==> src/rtl/irq_vec_pkg.sv <==
package irq_vec_pkg;
   localparam int NUM_EVT = 7;

   typedef enum int unsigned {
      EV_ARB_LOST  = 0,
      EV_NO_ACK    = 1,
      EV_ACC_RDY   = 2,
      EV_RX_RDY    = 3,
      EV_TX_RDY    = 4,
      EV_STOP_SEEN = 5,
      EV_SLV_ADDR  = 6
   } ev_idx_e;

   // flags that a vector read leaves untouched (data-path owned)
   localparam logic [NUM_EVT-1:0] DATA_HELD = 7'b001_1000;

   localparam int REG_MASK = 0;
   localparam int REG_STAT = 1;
   localparam int REG_VEC  = 2;
endpackage

==> src/rtl/irq_flag_bank.sv <==
module irq_flag_bank #(
   parameter int N = 7
) (
   input  logic         clk_i,
   input  logic         rst_ni,
   input  logic [N-1:0] set_i,
   input  logic [N-1:0] clr_i,
   output logic [N-1:0] flag_o
);
   for (genvar k = 0; k < N; k++) begin : g_flag
      logic q;
      always_ff @(posedge clk_i) begin
         if (!rst_ni)        q <= 1'b0;
         else if (set_i[k])  q <= 1'b1;   // event beats clear
         else if (clr_i[k])  q <= 1'b0;
      end
      assign flag_o[k] = q;
   end
endmodule

==> src/rtl/irq_prio_enc.sv <==
module irq_prio_enc #(
   parameter int N    = 7,
   parameter bit TREE = 1'b1,
   localparam int IW  = $clog2(N)
) (
   input  logic [N-1:0]  req_i,
   output logic          any_o,
   output logic [IW-1:0] idx_o
);
   if (TREE) begin : g_tree
      localparam int P = 1 << IW;
      logic          nv   [2*P-1];
      logic [IW-1:0] nidx [2*P-1];
      for (genvar j = 0; j < P; j++) begin : g_leaf
         if (j < N) begin : g_real
            assign nv[P-1+j] = req_i[j];
         end else begin : g_pad
            assign nv[P-1+j] = 1'b0;
         end
         assign nidx[P-1+j] = IW'(j);
      end
      for (genvar k = 0; k < P-1; k++) begin : g_node
         assign nv[k]   = nv[2*k+1] | nv[2*k+2];
         assign nidx[k] = nv[2*k+1] ? nidx[2*k+1] : nidx[2*k+2];
      end
      assign any_o = nv[0];
      assign idx_o = nidx[0];
   end else begin : g_linear
      always_comb begin
         any_o = 1'b0;
         idx_o = '0;
         for (int j = N-1; j >= 0; j--) begin
            if (req_i[j]) begin
               any_o = 1'b1;
               idx_o = IW'(j);
            end
         end
      end
   end
endmodule

==> src/rtl/irq_reg_port.sv <==
module irq_reg_port #(
   parameter int N          = 7,
   parameter int DATA_W     = 16,
   parameter int ADDR_W     = 2,
   parameter int CODE_W     = 3,
   parameter int A_MASK     = 0,
   parameter int A_STAT     = 1,
   parameter int A_VEC      = 2,
   parameter int RSFULL_BIT = 11,
   parameter int BUSY_BIT   = 12,
   parameter logic [N-1:0] KEEP = '0
) (
   input  logic              clk_i,
   input  logic              rst_ni,
   input  logic [ADDR_W-1:0] addr_i,
   input  logic              wr_i,
   input  logic              rd_i,
   input  logic [DATA_W-1:0] wdata_i,
   output logic [DATA_W-1:0] rdata_o,
   input  logic [N-1:0]      flag_i,
   input  logic [CODE_W-1:0] code_i,
   input  logic [N-1:0]      hit_oh_i,
   input  logic              rsfull_i,
   input  logic              busy_i,
   output logic [N-1:0]      mask_o,
   output logic [N-1:0]      clr_o
);
   logic sel_mask, sel_stat, sel_vec;
   logic [N-1:0] mask_q;
   logic unused_wdata_hi;

   assign sel_mask = addr_i == ADDR_W'(A_MASK);
   assign sel_stat = addr_i == ADDR_W'(A_STAT);
   assign sel_vec  = addr_i == ADDR_W'(A_VEC);
   assign unused_wdata_hi = ^wdata_i[DATA_W-1:N];

   always_ff @(posedge clk_i) begin
      if (!rst_ni)               mask_q <= '0;
      else if (wr_i && sel_mask) mask_q <= wdata_i[N-1:0];
   end
   assign mask_o = mask_q;

   always_comb begin
      clr_o = '0;
      if (wr_i && sel_stat) clr_o = clr_o | wdata_i[N-1:0];
      if (rd_i && sel_vec)  clr_o = clr_o | (hit_oh_i & ~KEEP);
   end

   always_comb begin
      rdata_o = '0;
      if (sel_mask) begin
         rdata_o[N-1:0] = mask_q;
      end else if (sel_stat) begin
         rdata_o[N-1:0]    = flag_i;
         rdata_o[RSFULL_BIT] = rsfull_i;
         rdata_o[BUSY_BIT]   = busy_i;
      end else if (sel_vec) begin
         rdata_o[CODE_W-1:0] = code_i;
      end
   end
endmodule

==> src/rtl/irq_vector_ctrl.sv <==
module irq_vector_ctrl
   import irq_vec_pkg::*;
#(
   parameter int DATA_W     = 16,
   parameter int ADDR_W     = 2,
   parameter int RSFULL_BIT = 11,
   parameter int BUSY_BIT   = 12,
   parameter bit TREE_ENC   = 1'b1,
   localparam int N         = NUM_EVT
) (
   input  logic              clk_i,
   input  logic              rst_ni,
   input  logic [N-1:0]      evt_i,
   input  logic              rx_drained_i,
   input  logic              tx_filled_i,
   input  logic              rsfull_i,
   input  logic              busy_i,
   input  logic [ADDR_W-1:0] bus_addr_i,
   input  logic              bus_wr_i,
   input  logic              bus_rd_i,
   input  logic [DATA_W-1:0] bus_wdata_i,
   output logic [DATA_W-1:0] bus_rdata_o,
   output logic              irq_o
);
   localparam int IW     = $clog2(N);
   localparam int CODE_W = $clog2(N+1);

   if (N < 2) begin : g_bad_n
      $error("event count must be at least 2");
   end
   if (ADDR_W < 2) begin : g_bad_addr
      $error("three registers need at least 2 address bits");
   end
   if (RSFULL_BIT < N || BUSY_BIT < N || RSFULL_BIT == BUSY_BIT) begin : g_bad_lvl
      $error("level bits must sit above the flags and differ");
   end
   if (RSFULL_BIT >= DATA_W || BUSY_BIT >= DATA_W || CODE_W > DATA_W) begin : g_bad_w
      $error("register width too small for the field layout");
   end

   logic [N-1:0]      flag_q, mask_q, port_clr, data_clr, hit_oh;
   logic              enc_any;
   logic [IW-1:0]     enc_idx;
   logic [CODE_W-1:0] vec_code;

   assign data_clr = (N'(rx_drained_i) << EV_RX_RDY) | (N'(tx_filled_i) << EV_TX_RDY);

   irq_flag_bank #(.N(N)) u_flags (
      .clk_i  (clk_i),
      .rst_ni (rst_ni),
      .set_i  (evt_i),
      .clr_i  (port_clr | data_clr),
      .flag_o (flag_q)
   );

   irq_prio_enc #(.N(N), .TREE(TREE_ENC)) u_enc (
      .req_i (flag_q & mask_q),
      .any_o (enc_any),
      .idx_o (enc_idx)
   );

   assign vec_code = enc_any ? CODE_W'(enc_idx) + CODE_W'(1) : '0;
   assign hit_oh   = enc_any ? (N'(1) << enc_idx) : '0;

   irq_reg_port #(
      .N(N), .DATA_W(DATA_W), .ADDR_W(ADDR_W), .CODE_W(CODE_W),
      .A_MASK(REG_MASK), .A_STAT(REG_STAT), .A_VEC(REG_VEC),
      .RSFULL_BIT(RSFULL_BIT), .BUSY_BIT(BUSY_BIT), .KEEP(DATA_HELD)
   ) u_regs (
      .clk_i    (clk_i),
      .rst_ni   (rst_ni),
      .addr_i   (bus_addr_i),
      .wr_i     (bus_wr_i),
      .rd_i     (bus_rd_i),
      .wdata_i  (bus_wdata_i),
      .rdata_o  (bus_rdata_o),
      .flag_i   (flag_q),
      .code_i   (vec_code),
      .hit_oh_i (hit_oh),
      .rsfull_i (rsfull_i),
      .busy_i   (busy_i),
      .mask_o   (mask_q),
      .clr_o    (port_clr)
   );

   assign irq_o = |(flag_q & mask_q);
endmodule

==> config.mk <==
export PLATFORM = sky130hd
export DESIGN_NAME = irq_vector_ctrl
export DESIGN_NICKNAME = d
export VERILOG_FILES = /design/src/rtl/irq_vec_pkg.sv /design/src/rtl/irq_flag_bank.sv /design/src/rtl/irq_prio_enc.sv /design/src/rtl/irq_reg_port.sv /design/src/rtl/irq_vector_ctrl.sv
export SDC_FILE = /design/constraint.sdc
export NUM_CORES = 1
export LEC_CHECK = 0
export BUFFER_PORTS_ARGS = -buffer_cell sky130_fd_sc_hd__buf_2
export CORE_MARGIN = 2
export CORE_UTILIZATION = 30
export CTS_CLUSTER_DIAMETER = 100
export DETAILED_ROUTE_END_ITERATION = 12
export GPL_ROUTABILITY_DRIVEN = 0
export PLACE_DENSITY = 0.57
export SLEW_MARGIN = 10
export SYNTH_ARGS = -nofsm -noshare
export SYNTH_HDL_FRONTEND = slang
export SYNTH_SLANG_ARGS = --single-unit
==> constraint.sdc <==
create_clock -name clk_i -period 2.5 [get_ports clk_i]
set_input_delay 0.5 -clock clk_i [delete_from_list [all_inputs] [get_ports clk_i]]
set_output_delay 0.5 -clock clk_i [all_outputs]
set_load 0.005 [all_outputs]
# [After elaboration in Yosys (flattened, before gate mapping)]
# Index checks and enable logic that the tools add are counted.
# Widths: inputs -> output; s select.
[word_totals] regBits=14 mem_bits_rw=0 n_memories=0 romBits=0 latch_bits=0 wordCells=65
[classes] n_mul=0 div_mod_pow=0 eq_ne=2 shift=1 reduce_logical=12 mux=31 n_bitwise=10 add_sub_neg=1 n_lt_le_gt_ge=0
[op_table] op="$mux 7" count=4
[op_table] op="$mux 1" count=18
[op_table] op="$reduce_bool 2->1" count=7
[op_table] op="$mux 3" count=4
[op_table] op="$mux 2" count=4
[op_table] op="$and 7x7->7" count=1
[op_table] op="$or 7x5->7" count=1
[op_table] op="$or 7x7->7" count=1
[op_table] op="$reduce_or 7->1" count=1
[op_table] op="$shl 1x3->7 const A" count=1
[op_table] op="$or 1x1->1" count=6
[op_table] op="$or 4x5->5" count=1
[op_table] op="$mux 4" count=1
[op_table] op="$add 3x1->3 const B" count=1
[op_table] op="$logic_and 1x1->1" count=3
[op_table] op="$eq 2x1->1 const B" count=1
[op_table] op="$eq 2x2->1 const B" count=1
[op_table] op="$logic_not 2->1" count=1

# [Logic depth before layout (Yosys ltp)]
# Gate-level depths: netlist (run 1).
[logic_depth] word_depth=11 mapped_depth=8 mapped_depth_nobuf=8

# [Cells and area by module]
# From an unflattened synthesis (run 1), not the netlist that was laid out.
[unflattened] hier_cells=137 hier_area_um2=1166.1
[by_module_without_submodules] mod="irq_reg_port" area_per_inst_um2=586.8 n_inst=1 seq_area_each_um2=140.1 cells_per_inst=68
[by_module_without_submodules] mod="irq_flag_bank" area_per_inst_um2=289.0 n_inst=1 seq_area_each_um2=140.1 cells_per_inst=28
[by_module_without_submodules] mod="irq_vector_ctrl" area_per_inst_um2=229.0 n_inst=1 seq_area_each_um2=0.0 cells_per_inst=31
[by_module_without_submodules] mod="irq_prio_enc" area_per_inst_um2=61.3 n_inst=1 seq_area_each_um2=0.0 cells_per_inst=10

# [Worst setup path before layout (run 1)]
# No wires, ideal clock.
[synth_timing] path_type="register -> output" from="register u_regs.mask_q[1] (netlist: u_regs.mask_o[1])" to="output port bus_rdata_o[1]" slack_ns=0.378 arrival_time_ns=1.622 path_stages_with_launch=7 path_buffers=0 cell_sequence="dfxtp_1 a22o_1 nor2_1 a21boi_0 ha_1 a211oi_1 a211o_1"
[synth_between] elab_chain_len=9 word_cells_on_any_way=11 cone_classes="1 x add/sub; 6 x mux; 4 x bitwise"
[synth_rtl] item="start, declared" line_no="irq_reg_port.sv:29" rtl="logic [N-1:0] mask_q;"
[synth_rtl] item="start signal, assigned" line_no="irq_reg_port.sv:39" rtl="else if (wr_i && sel_mask) mask_q <= wdata_i[N-1:0];"
[synth_rtl] item="$and 7x7->7" line_no="irq_vector_ctrl.sv:57" rtl=".req_i (flag_q & mask_q),"
[synth_rtl] item="$or 1x1->1" line_no="irq_prio_enc.sv:23" rtl="assign nv[k] = nv[2*k+1] | nv[2*k+2];"
[synth_rtl] item="$mux 2 / $or 1x1->1 (equally long branches)" line_no="irq_prio_enc.sv:24, irq_prio_enc.sv:23"
[synth_rtl] item="$mux 3" line_no="irq_prio_enc.sv:24" rtl="assign nidx[k] = nv[2*k+1] ? nidx[2*k+1] : nidx[2*k+2];"
[synth_rtl] item="$add 3x1->3" line_no="irq_vector_ctrl.sv:62" rtl="assign vec_code = enc_any ? CODE_W'(enc_idx) + CODE_W'(1) : '0;"
[synth_rtl] item="$mux 3" line_no="irq_vector_ctrl.sv:62"
[synth_rtl] item="$mux 3" line_no="irq_reg_port.sv:57" rtl="end else if (sel_vec) begin"
[synth_rtl] item="$mux 3" line_no="irq_reg_port.sv:53" rtl="end else if (sel_stat) begin"
[synth_rtl] item="$mux 7 *" line_no="irq_reg_port.sv:51" rtl="if (sel_mask) begin"
[synth_rtl] item="end, declared" line_no="irq_vector_ctrl.sv:22" rtl="output logic [DATA_W-1:0] bus_rdata_o,"
# Mark *: on every way between the ends. The rest lies on a longest branch, timed or not.

# [Worst setup path in the final report (run 1)]
[layout_timing] from="register u_regs.mask_q[5] (netlist: u_regs.mask_o[5])" to="output port bus_rdata_o[2]"
[layout_between] elab_chain_len=9 word_cells_on_any_way=11 cone_classes="1 x add/sub; 6 x mux; 4 x bitwise"
[layout_rtl] item="$and 7x7->7 *" line_no="irq_vector_ctrl.sv:57"
[layout_rtl] item="$or 1x1->1 *" line_no="irq_prio_enc.sv:23"
[layout_rtl] item="$mux 2" line_no="irq_prio_enc.sv:24"
[layout_rtl] item="$mux 3" line_no="irq_prio_enc.sv:24"
[layout_rtl] item="$add 3x1->3" line_no="irq_vector_ctrl.sv:62"
[layout_rtl] item="$mux 3 *" line_no="irq_vector_ctrl.sv:62"
[layout_rtl] item="$mux 3 *" line_no="irq_reg_port.sv:57"
[layout_rtl] item="$mux 3 *" line_no="irq_reg_port.sv:53"
[layout_rtl] item="$mux 7 *" line_no="irq_reg_port.sv:51"
# Marked as above.

==> impl_metrics.ini, run 1 <==
[die]
die_x_um = 59.93
rows = 20
fp.coreArea_mm2 = 0.003003
die_ht_um = 59.93
ports_placed_on_the_boundary = 50
initial_cell_density_of_the_core_pct = 31.25
die_area_mm2 = 0.003592

[synth]
synth_largest_area_cell = dfxtp_1
synth_enable_flop_cells = 0
postSynthAreaPerCell_um2 = 8.379
dominantRegCellSynth = dfxtp_1
netlist_instances = 112
seq_area_frac_synth_pct = 29.87
synth-seq-cells = 14
synthArstFlopShare_pct = 0
synth.lib_cells_used.distinct = 33
yosysTopAreaCellShare_pct = 29.87
netlist_top_cells_count = dfxtp_1 (14), mux2i_1 (12), nor2_1 (9)
yosysMostFrequentCell = dfxtp_1
yosys_warnings = 0
synth_top_cells_by_area = dfxtp_1 (30%), mux2i_1 (13%), buf_4 (5.6%), nor2b_1 (5.3%), ha_1 (4.0%)
synthesis.area_um2 = 938.4

[cts]
postCtsHoldBufs = 0
insertion_delay_ns = 0.27
cts.path.max_buffers = 2
htree_num_levels = 1
clk_transition_reported_paths_ns = 0.08
root_buffer = clkbuf_4
numCtsBuffers = 3
cts.sink_count = 14
tritoncts = built

[timing]
hold_violations = 0
fin_crit_ns = 2.419
worst_slack_ns = 0.08073
finalCritPeriodShare_pct = 96.77
clock.fmax_mhz = 413.3
timing.clock.skew_ns = 0.0001611
tightest_slew_ns = 0.5464
slew_headroom_pct = 63.57
finalMaxSlewViolations = 0
report.final.setup_viol = 0
setup_total_negative_slack_ns = 0

[power]
power_frac_clock_pct = 25.5
net-switching-power_uw = 129.9
comb_power_share_pct = 22.1
peakVddDrop_v = 0.0002800
p_int_uw = 346.1
power.share.switching_pct = 27.30
power.leakage_nw = 0.5525
power_frac_seq_pct = 52.4
power.density_cell_area_mw_per_mm2 = 396.7

[critical_path]
end_kind = output pin
worst_ep_arrival_time_ns = 1.92
timing.setup.critical_path_class = register to output pin
r2r_slack_ns = 0.76
r2r_end = u_flags.g_flag[2].q
cp_slowest_cell = dfxtp_2
worstReg2RegStart = u_regs.mask_o[3]
critical_path_peak_fanout = 4
setup.worst_path.start_class = register
crit_path_cell_trace = nand2_2, a32o_2, a21boi_2, buf_4, ha_1, mux2_2, o22ai_2, buf_2
critPathMaxStageDelay_ns = 0.36
worst_ep_required_time_ns = 2.00
critical-path-top-delay-family = compound AO/OA/AOI/OAI gates
ff2ff_path_depth = 10
count_of_buffer_and_inverter_cells_on_the_critical_path = 2

[finish]
antenna_cells_inserted = 0
nNetsFinal = 184
regArea_um2 = 290.3
post_route_cells_drive_above_1_share_pct = 41.10
filler_instances = 326
utilization_pct = 39.96
syn_to_final_growth_pct = 27.87
multi_input_area_um2 = 639.4

[placement]
placement.setup.worst_slack_ns = 0.2817
dpl.hpwl_um = 1749
port-buffer-count = 33

[grt]
grt_pass1_vias = 788
globalRouteTotalUtil_pct = 12.71
antenna_found_initial = 0
grt_pass1_wl_um = 3422
global_route.overflow_total = 0
largest_net_degree_at_the_start_of_global_routing = 15

[run_status]
run_status = finished, final reports clean

[worst_hold_path]
holdPathEnd = u_flags.g_flag[3].q
min_path_cells = 2
hold_path.class = primary input to register
timing.hold.worst.start = evt_i[3]

[routing]
drcViolationCount = 0
detailedRoute.firstPassIterationCount = 4
avgRoutedWirePerCell_um = 12.66
route.vias.total = 875
avgViaCountPerCell = 4.888
antenna_violating_nets_post_route = 0
drtIter0Drc = 17
wirelength_um = 2267

[run]
timing.max_cap.violations = 0
[routing by layer]
| metal | track usage, % | vias to the layer above | part of all wire, % |
|---|---|---|---|
| li1 | - | 448 | - |
| met1 | 14.60 | 398 | 44 |
| met2 | 22.98 | 25 | 50 |
| met3 | 1.732 | 4 | 4.9 |
| met4 | 5.714 | 0 | 1.0 |
| met5 | 0 | - | 0 |
[logic make-up (layout without fill, tap and decap cells)]
kind of cell | Yosys count | in the layout | share of synthesized area (%)
simple gates | 39 | 39 | 22.00
compound gates | 27 | 27 | 20.67
buf+inv | 15 | 43 | 9.066
flops | 14 | 14 | 29.87
mux | 13 | 13 | 14.00
fa+ha+maj | 3 | 3 | 4.000
other cells | 1 | 7 | 0.3996
[flip-flops by register name, indices dropped and copies added, names as in the netlist]
register / cells
u_flags.g_flag.q: 7
u_regs.mask_o: 7
[through the flow]
stage	hold slack, ns	instance area (µm²)	cells	power, mW
final	0.4331	1200	179	0.4760
after global routing	0.4227	1200	179	0.5094
after CTS	0.4262	1141	178	0.4732
after detailed placement	0.5377	1116	175	0.3516
after global placement	0.5282	1116	175	0.3487
after floorplan	0.5049	960.9	118	0.3153
[layout by cell type (no fill, tap or decap), types with 4 or more instances in the layout]
| cell | Yosys | layout |
|---|---|---|
| a21oi_1 | 6 | 6 |
| mux2i_1 | 12 | 12 |
| dfxtp_1 | 14 | 6 |
| dfxtp_2 | 0 | 8 |
| nor2b_1 | 8 | 8 |
| nand2_1 | 8 | 7 |
| nor2_1 | 9 | 8 |
| buf_2 | 2 | 33 |
| buf_4 | 7 | 4 |
| conb_1 | 1 | 7 |
[worst max path at each step]
| stage | from | end | cells after the start |
|---|---|---|---|
| 2_1_floorplan | u_regs.mask_o[1] | bus_rdata_o[1] | 6 |
| 3_3_place_gp | u_regs.mask_o[5] | bus_rdata_o[2] | 8 |
| 3_5_place_dp | u_flags.g_flag[5].q | bus_rdata_o[2] | 8 |
| 4_1_cts | u_regs.mask_o[1] | bus_rdata_o[2] | 7 |
| 5_1_grt | u_flags.g_flag[5].q | bus_rdata_o[2] | 8 |
| 6_report | u_regs.mask_o[5] | bus_rdata_o[2] | 8 |
[power groups by stage]
stage | registers (mW) | logic, mW | clock network [mW]
2_1_floorplan | 0.248 | 0.0672 | 0
3_3_place_gp | 0.251 | 0.0979 | 0
3_5_place_dp | 0.251 | 0.100 | 0
4_1_cts | 0.246 | 0.101 | 0.126
5_1_grt | 0.251 | 0.118 | 0.140
6_report | 0.249 | 0.105 | 0.121
[what timing repair did]
action | in CTS | in global routing
resized for setup | 2 | 17
pin swaps | 0 | 4
endpoints found under the hold margin | 0 | 0
endpoints found under the setup margin | 1 | 2
buffers inserted | 0 | 1
[area by class of cell]
| type | count | area share, % |
|---|---|---|
| multi-input combinational | 89 | 53.28 |
| sequential | 14 | 24.19 |
| timing repair buffer | 37 | 16.27 |
| tap | 33 | 3.441 |
| clock buffer | 3 | 1.877 |
| inverter | 3 | 0.9385 |
[worst reg2reg max path, cell delays in order, from the launching register on]
cell,delay (ns)
dfxtp_2,0.33
a22o_1,0.26
nor2_2,0.15
a21boi_2,0.06
buf_4,0.14
buf_4,0.12
inv_1,0.05
ha_1,0.14
nand2_1,0.09
o31ai_1,0.22
nor2_1,0.06
(Power assumes the default switching activity.)
==> run 2: changes to the inputs <==
- PLACE_DENSITY: 0.57 -> not set
==> run 2 against run 1 <==
Worst setup slack got worse by 0.011 ns. Clock power is 8% higher. Die area stayed put. Maximum frequency shrank 0.46%. Critical endpoint is now bus_rdata_o[1]. Largest power group unchanged.
==> impl_metrics.ini, run 2 (synthesized netlist as in run 1, its figures left out) <==
[run_status]
run_status = finished, final reports clean

[critical_path]
critical-path-top-delay-family = compound AO/OA/AOI/OAI gates
worst_ep_required_time_ns = 2.00
worstReg2RegStart = u_flags.g_flag[3].q
setup.worst_path.start_class = register
critPathMaxStageDelay_ns = 0.33
worst_ep_arrival_time_ns = 1.93
ff2ff_path_depth = 9
end_kind = output pin
cp_slowest_cell = dfxtp_2
count_of_buffer_and_inverter_cells_on_the_critical_path = 2
crit_path_cell_trace = a22o_1, nor2_2, a21boi_2, buf_4, ha_1, a211oi_2, a211o_1, buf_2
critical_path_peak_fanout = 4
critical_path_depth = 8
timing.setup.critical_path_class = register to output pin
worstSetupStartpoint = u_flags.g_flag[3].q

[placement]
placement.setup.worst_slack_ns = 0.2946
port-buffer-count = 33
dpl.hpwl_um = 1789

[cts]
cts.path.max_buffers = 2
htree_num_levels = 1
numCtsBuffers = 3
clk_transition_reported_paths_ns = 0.09
root_buffer = clkbuf_4
insertion_delay_ns = 0.28
cts.sink_count = 14
tritoncts = built

[routing]
drtIter0Drc = 14
avgRoutedWirePerCell_um = 13.08
avgViaCountPerCell = 5.128
wirelength_um = 2342
antenna_violating_nets_post_route = 0
drcViolationCount = 0
route.vias.total = 918
detailedRoute.firstPassIterationCount = 4

[timing]
report.final.setup_viol = 0
fin_crit_ns = 2.430
slew_headroom_pct = 65.83
worst_slack_ns = 0.06955
tightest_slew_ns = 0.5126
hold_violations = 0
clock.fmax_mhz = 411.4
finalMaxSlewViolations = 0
finalCritPeriodShare_pct = 97.22
timing.clock.skew_ns = 0.006796

[finish]
multi_input_area_um2 = 621.8
nNetsFinal = 184
post_route_cells_drive_above_1_share_pct = 41.10
filler_instances = 306
layout.cells.most_common = buf_2
regArea_um2 = 291.5
antenna_cells_inserted = 0
syn_to_final_growth_pct = 26.13
mostFrequentLayoutCells = buf_2 (33), mux2i_1 (12), dfxtp_2 (9)

[power]
power.share.switching_pct = 28.60
p_total_uw = 485.4
power_frac_seq_pct = 51.2
p_int_uw = 346.5
power.leakage_nw = 0.5493
power_frac_clock_pct = 26.9
peakVddDrop_v = 0.0002194
power.density_cell_area_mw_per_mm2 = 410.0
comb_power_share_pct = 21.8
net-switching-power_uw = 138.8

[run]
timing.max_cap.violations = 0

[grt]
largest_net_degree_at_the_start_of_global_routing = 15
globalRouteTotalUtil_pct = 13.64
global_route.overflow_total = 0
grt_pass1_vias = 835
antenna_found_initial = 0
grt_pass1_wl_um = 3691

[die]
ports_placed_on_the_boundary = 50
die_x_um = 59.93
initial_cell_density_of_the_core_pct = 31.25
die_area_mm2 = 0.003592
fp.coreArea_mm2 = 0.003003
rows = 20
die_ht_um = 59.93

[worst_hold_path]
timing.hold.worst.start = evt_i[3]
min_path_cells = 2
hold_path.class = primary input to register
## run 2: cell count changes in the layout (fill, tap and decap cells not counted)
cell	delta
a22o_1	+1
a22o_4	-1
a31oi_1	+1
a31oi_4	-1
dfxtp_1	-1
dfxtp_2	+1
ha_1	-1
ha_2	+1
mux2_2	-1
mux2_4	+1
## run 2: area by class of cell
cell class | count | area share, %
sequential | 14 | 24.63
timing repair buffer | 37 | 16.49
tap | 33 | 3.488
clock buffer | 3 | 1.903
multi-input combinational | 89 | 52.54
inverter | 3 | 0.9514
## run 2: worst reg2reg max path, cell delays in order (launching register included)
cell and delay, ns:
dfxtp_2 0.33, a22o_1 0.26, nor2_2 0.16, a21boi_2 0.06, buf_4 0.15, inv_1 0.05
ha_1 0.13, nand2_1 0.08, o31ai_1 0.22, nor2_1 0.07
## run 2: final timing paths
path | endpoint | slack [ns]
max | bus_rdata_o[1] | 0.07
min | u_flags.g_flag[3].q | 0.42
max reg2reg | u_flags.g_flag[2].q | 0.87
min reg2reg | u_regs.mask_o[3] | 0.54
## run 2: per-stage QoR
| step | std cells | setup TNS [ns] | hold slack [ns] | instance area (µm²) | utilization, % |
|---|---|---|---|---|---|
| floorplan | 118 | 0 | 0.5049 | 960.9 | - |
| global placement | 175 | 0 | 0.5300 | 1116 | 37.17 |
| detailed placement | 175 | 0 | 0.5386 | 1116 | 37.17 |
| CTS | 178 | 0 | 0.4226 | 1141 | 38.00 |
| global route | 179 | -0.04732 | 0.4250 | 1184 | 39.42 |
| finish | 179 | 0 | 0.4174 | 1184 | 39.42 |
## run 2: per-layer routing
metal,GRT usage (%),part of all wire [%]
met1,16.58,44
met2,23.76,50
met3,3.247,5.1
met4,3.810,1.0
met5,0,0
## run 2: what timing repair did
action | 4_1_cts | 5_1_grt
pin swaps | 0 | 4
buffers inserted | 0 | 1
hold buffers | 0 | 0
resized for setup | 2 | 18
endpoints found under the setup margin | 2 | 2
## run 2: power by group through the flow
stage	Sequential [mW]	Combinational (mW)	Clock, mW
floorplan	0.248	0.0672	0
global placement	0.251	0.0982	0
detailed placement	0.251	0.101	0
CTS	0.246	0.101	0.133
global route	0.250	0.119	0.148
finish	0.249	0.106	0.131
==> run 3: changes to the inputs <==
- BUFFER_PORTS_ARGS: -buffer_cell sky130_fd_sc_hd__buf_2 -> not set
- DONT_BUFFER_PORTS: not set -> 1
==> run 3 against run 2 <==
Sequential cell count is the same. Die area stayed put. Register-to-register slack is essentially flat. Core utilization fell by 6.8 points. Highest routed layer unchanged.
==> impl_metrics.ini, run 3 (synthesized netlist as in run 1, its figures left out) <==
[finish]
antenna_cells_inserted = 0
syn_to_final_growth_pct = 4.533
post_route_cells_drive_above_1_share_pct = 10.71
stdcell_count = 145
filler_instances = 317
regArea_um2 = 282.8
mostFrequentLayoutCells = mux2i_1 (12), dfxtp_1 (12), nor2_1 (9)
multi_input_area_um2 = 600.6
nNetsFinal = 150

[critical_path]
r2r_slack_ns = 0.87
end_kind = output pin
r2r_end = u_flags.g_flag[2].q
worstReg2RegStart = u_regs.mask_o[1]
ff2ff_path_depth = 9
worst_ep_arrival_time_ns = 1.91
setup.worst_path.start_class = register
timing.setup.critical_path_class = register to output pin
worst_ep_required_time_ns = 2.00
critical_path_peak_fanout = 4

[timing]
tightest_slew_ns = 0.5035
slew_headroom_pct = 66.43
grt_setup_unrepaired = true
clock.fmax_mhz = 415.1
timing.clock.skew_ns = 0.009601
fin_crit_ns = 2.409
finalCritPeriodShare_pct = 96.35
finalMaxSlewViolations = 0
hold_violations = 0
report.final.setup_viol = 0
setup_total_negative_slack_ns = 0

[power]
peakVddDrop_v = 0.0002506
power.leakage_nw = 0.3854
power.density_cell_area_mw_per_mm2 = 444.3

[cts]
insertion_delay_ns = 0.27
cts.sink_count = 14
htree_num_levels = 1
cts.path.max_buffers = 2
cts.repair.resized = 0
cts_post_setup_buffers_inserted = 0
tritoncts = built
root_buffer = clkbuf_4
numCtsBuffers = 3
clk_transition_reported_paths_ns = 0.08
postCtsHoldBufs = 0

[grt]
largest_net_degree_at_the_start_of_global_routing = 15
grt_pass1_wl_um = 3484
globalRouteTotalUtil_pct = 12.96
grt_pass1_vias = 759
antenna_found_initial = 0
global_route.overflow_total = 0

[routing]
avgRoutedWirePerCell_um = 15.34
avgViaCountPerCell = 5.366
antenna_violating_nets_post_route = 0
route.vias.total = 778
drcViolationCount = 0
wirelength_um = 2225
detailedRoute.firstPassIterationCount = 4
drtIter0Drc = 12

[die]
die_ht_um = 59.93
die_area_mm2 = 0.003592
rows = 20
initial_cell_density_of_the_core_pct = 31.25
ports_placed_on_the_boundary = 50
die_x_um = 59.93
fp.coreArea_mm2 = 0.003003

[placement]
dpl.hpwl_um = 1770
port-buffer-count = 0
place_inst = 142

[worst_hold_path]
timing.hold.worst.start = rst_ni
min_path_cells = 1
hold_path.class = primary input to register
holdPathEnd = u_flags.g_flag[0].q

[run_status]
run_status = finished, final reports clean

[run]
timing.max_cap.violations = 0
[run 3: per-layer routing]
metal  wire [µm]  vias up  track usage (%)
met5           0        -                0
li1            -      380                -
met2        1101       28            20.81
met1         936      366            16.27
met3         164        4            3.463
met4          23        0            5.397
[run 3: cell type report]
type                    instances  area share, %
multi-input cells              89          61.22
inverters                       3          1.148
repair buffers                  3          2.296
clock buffers                   3          2.296
well taps                      33          4.209
flip-flops and latches         14          28.83
[run 3: how the worst max path moves through the flow]
stage	to	slack (ns)	cells after the start	startpoint
finish	bus_rdata_o[2]	0.09	6	u_regs.mask_o[1]
global route	bus_rdata_o[1]	-0.03	7	u_regs.mask_o[1]
CTS	bus_rdata_o[2]	0.05	7	u_flags.g_flag[5].q
detailed placement	bus_rdata_o[2]	0.36	7	u_flags.g_flag[5].q
global placement	bus_rdata_o[1]	0.38	7	u_flags.g_flag[5].q
floorplan	bus_rdata_o[1]	0.38	6	u_regs.mask_o[1]
[run 3: report_power, final]
part	internal [mW]	switching, mW	leakage [nW]
sequential	0.235	0.0116	0.116
combinational	0.0337	0.0331	0.255
clock	0.0557	0.0665	0.0138
[run 3: stage by stage]
step / total power [mW] / hold WS [ns] / setup WS (ns) / util [%] / area [µm²]
after detailed placement: 0.3177 / 0.5543 / 0.3597 / 31.67 / 950.9
after floorplan: 0.3153 / 0.5049 / 0.3777 / - / 960.9
after CTS: 0.4384 / 0.3436 / 0.05142 / 32.42 / 973.4
after global placement: 0.3142 / 0.5285 / 0.3838 / 31.67 / 950.9
after global routing: 0.4614 / 0.3317 / -0.02508 / 32.67 / 980.9
final: 0.4358 / 0.3436 / 0.09114 / 32.67 / 980.9
[run 3: critical path, cell delays in order, from the launching register on]
cell and delay [ns]:
dfxtp_1 0.34, a22o_1 0.27, or2_2 0.31, inv_1 0.08, ha_1 0.16, mux2_2 0.34, o22ai_2 0.12
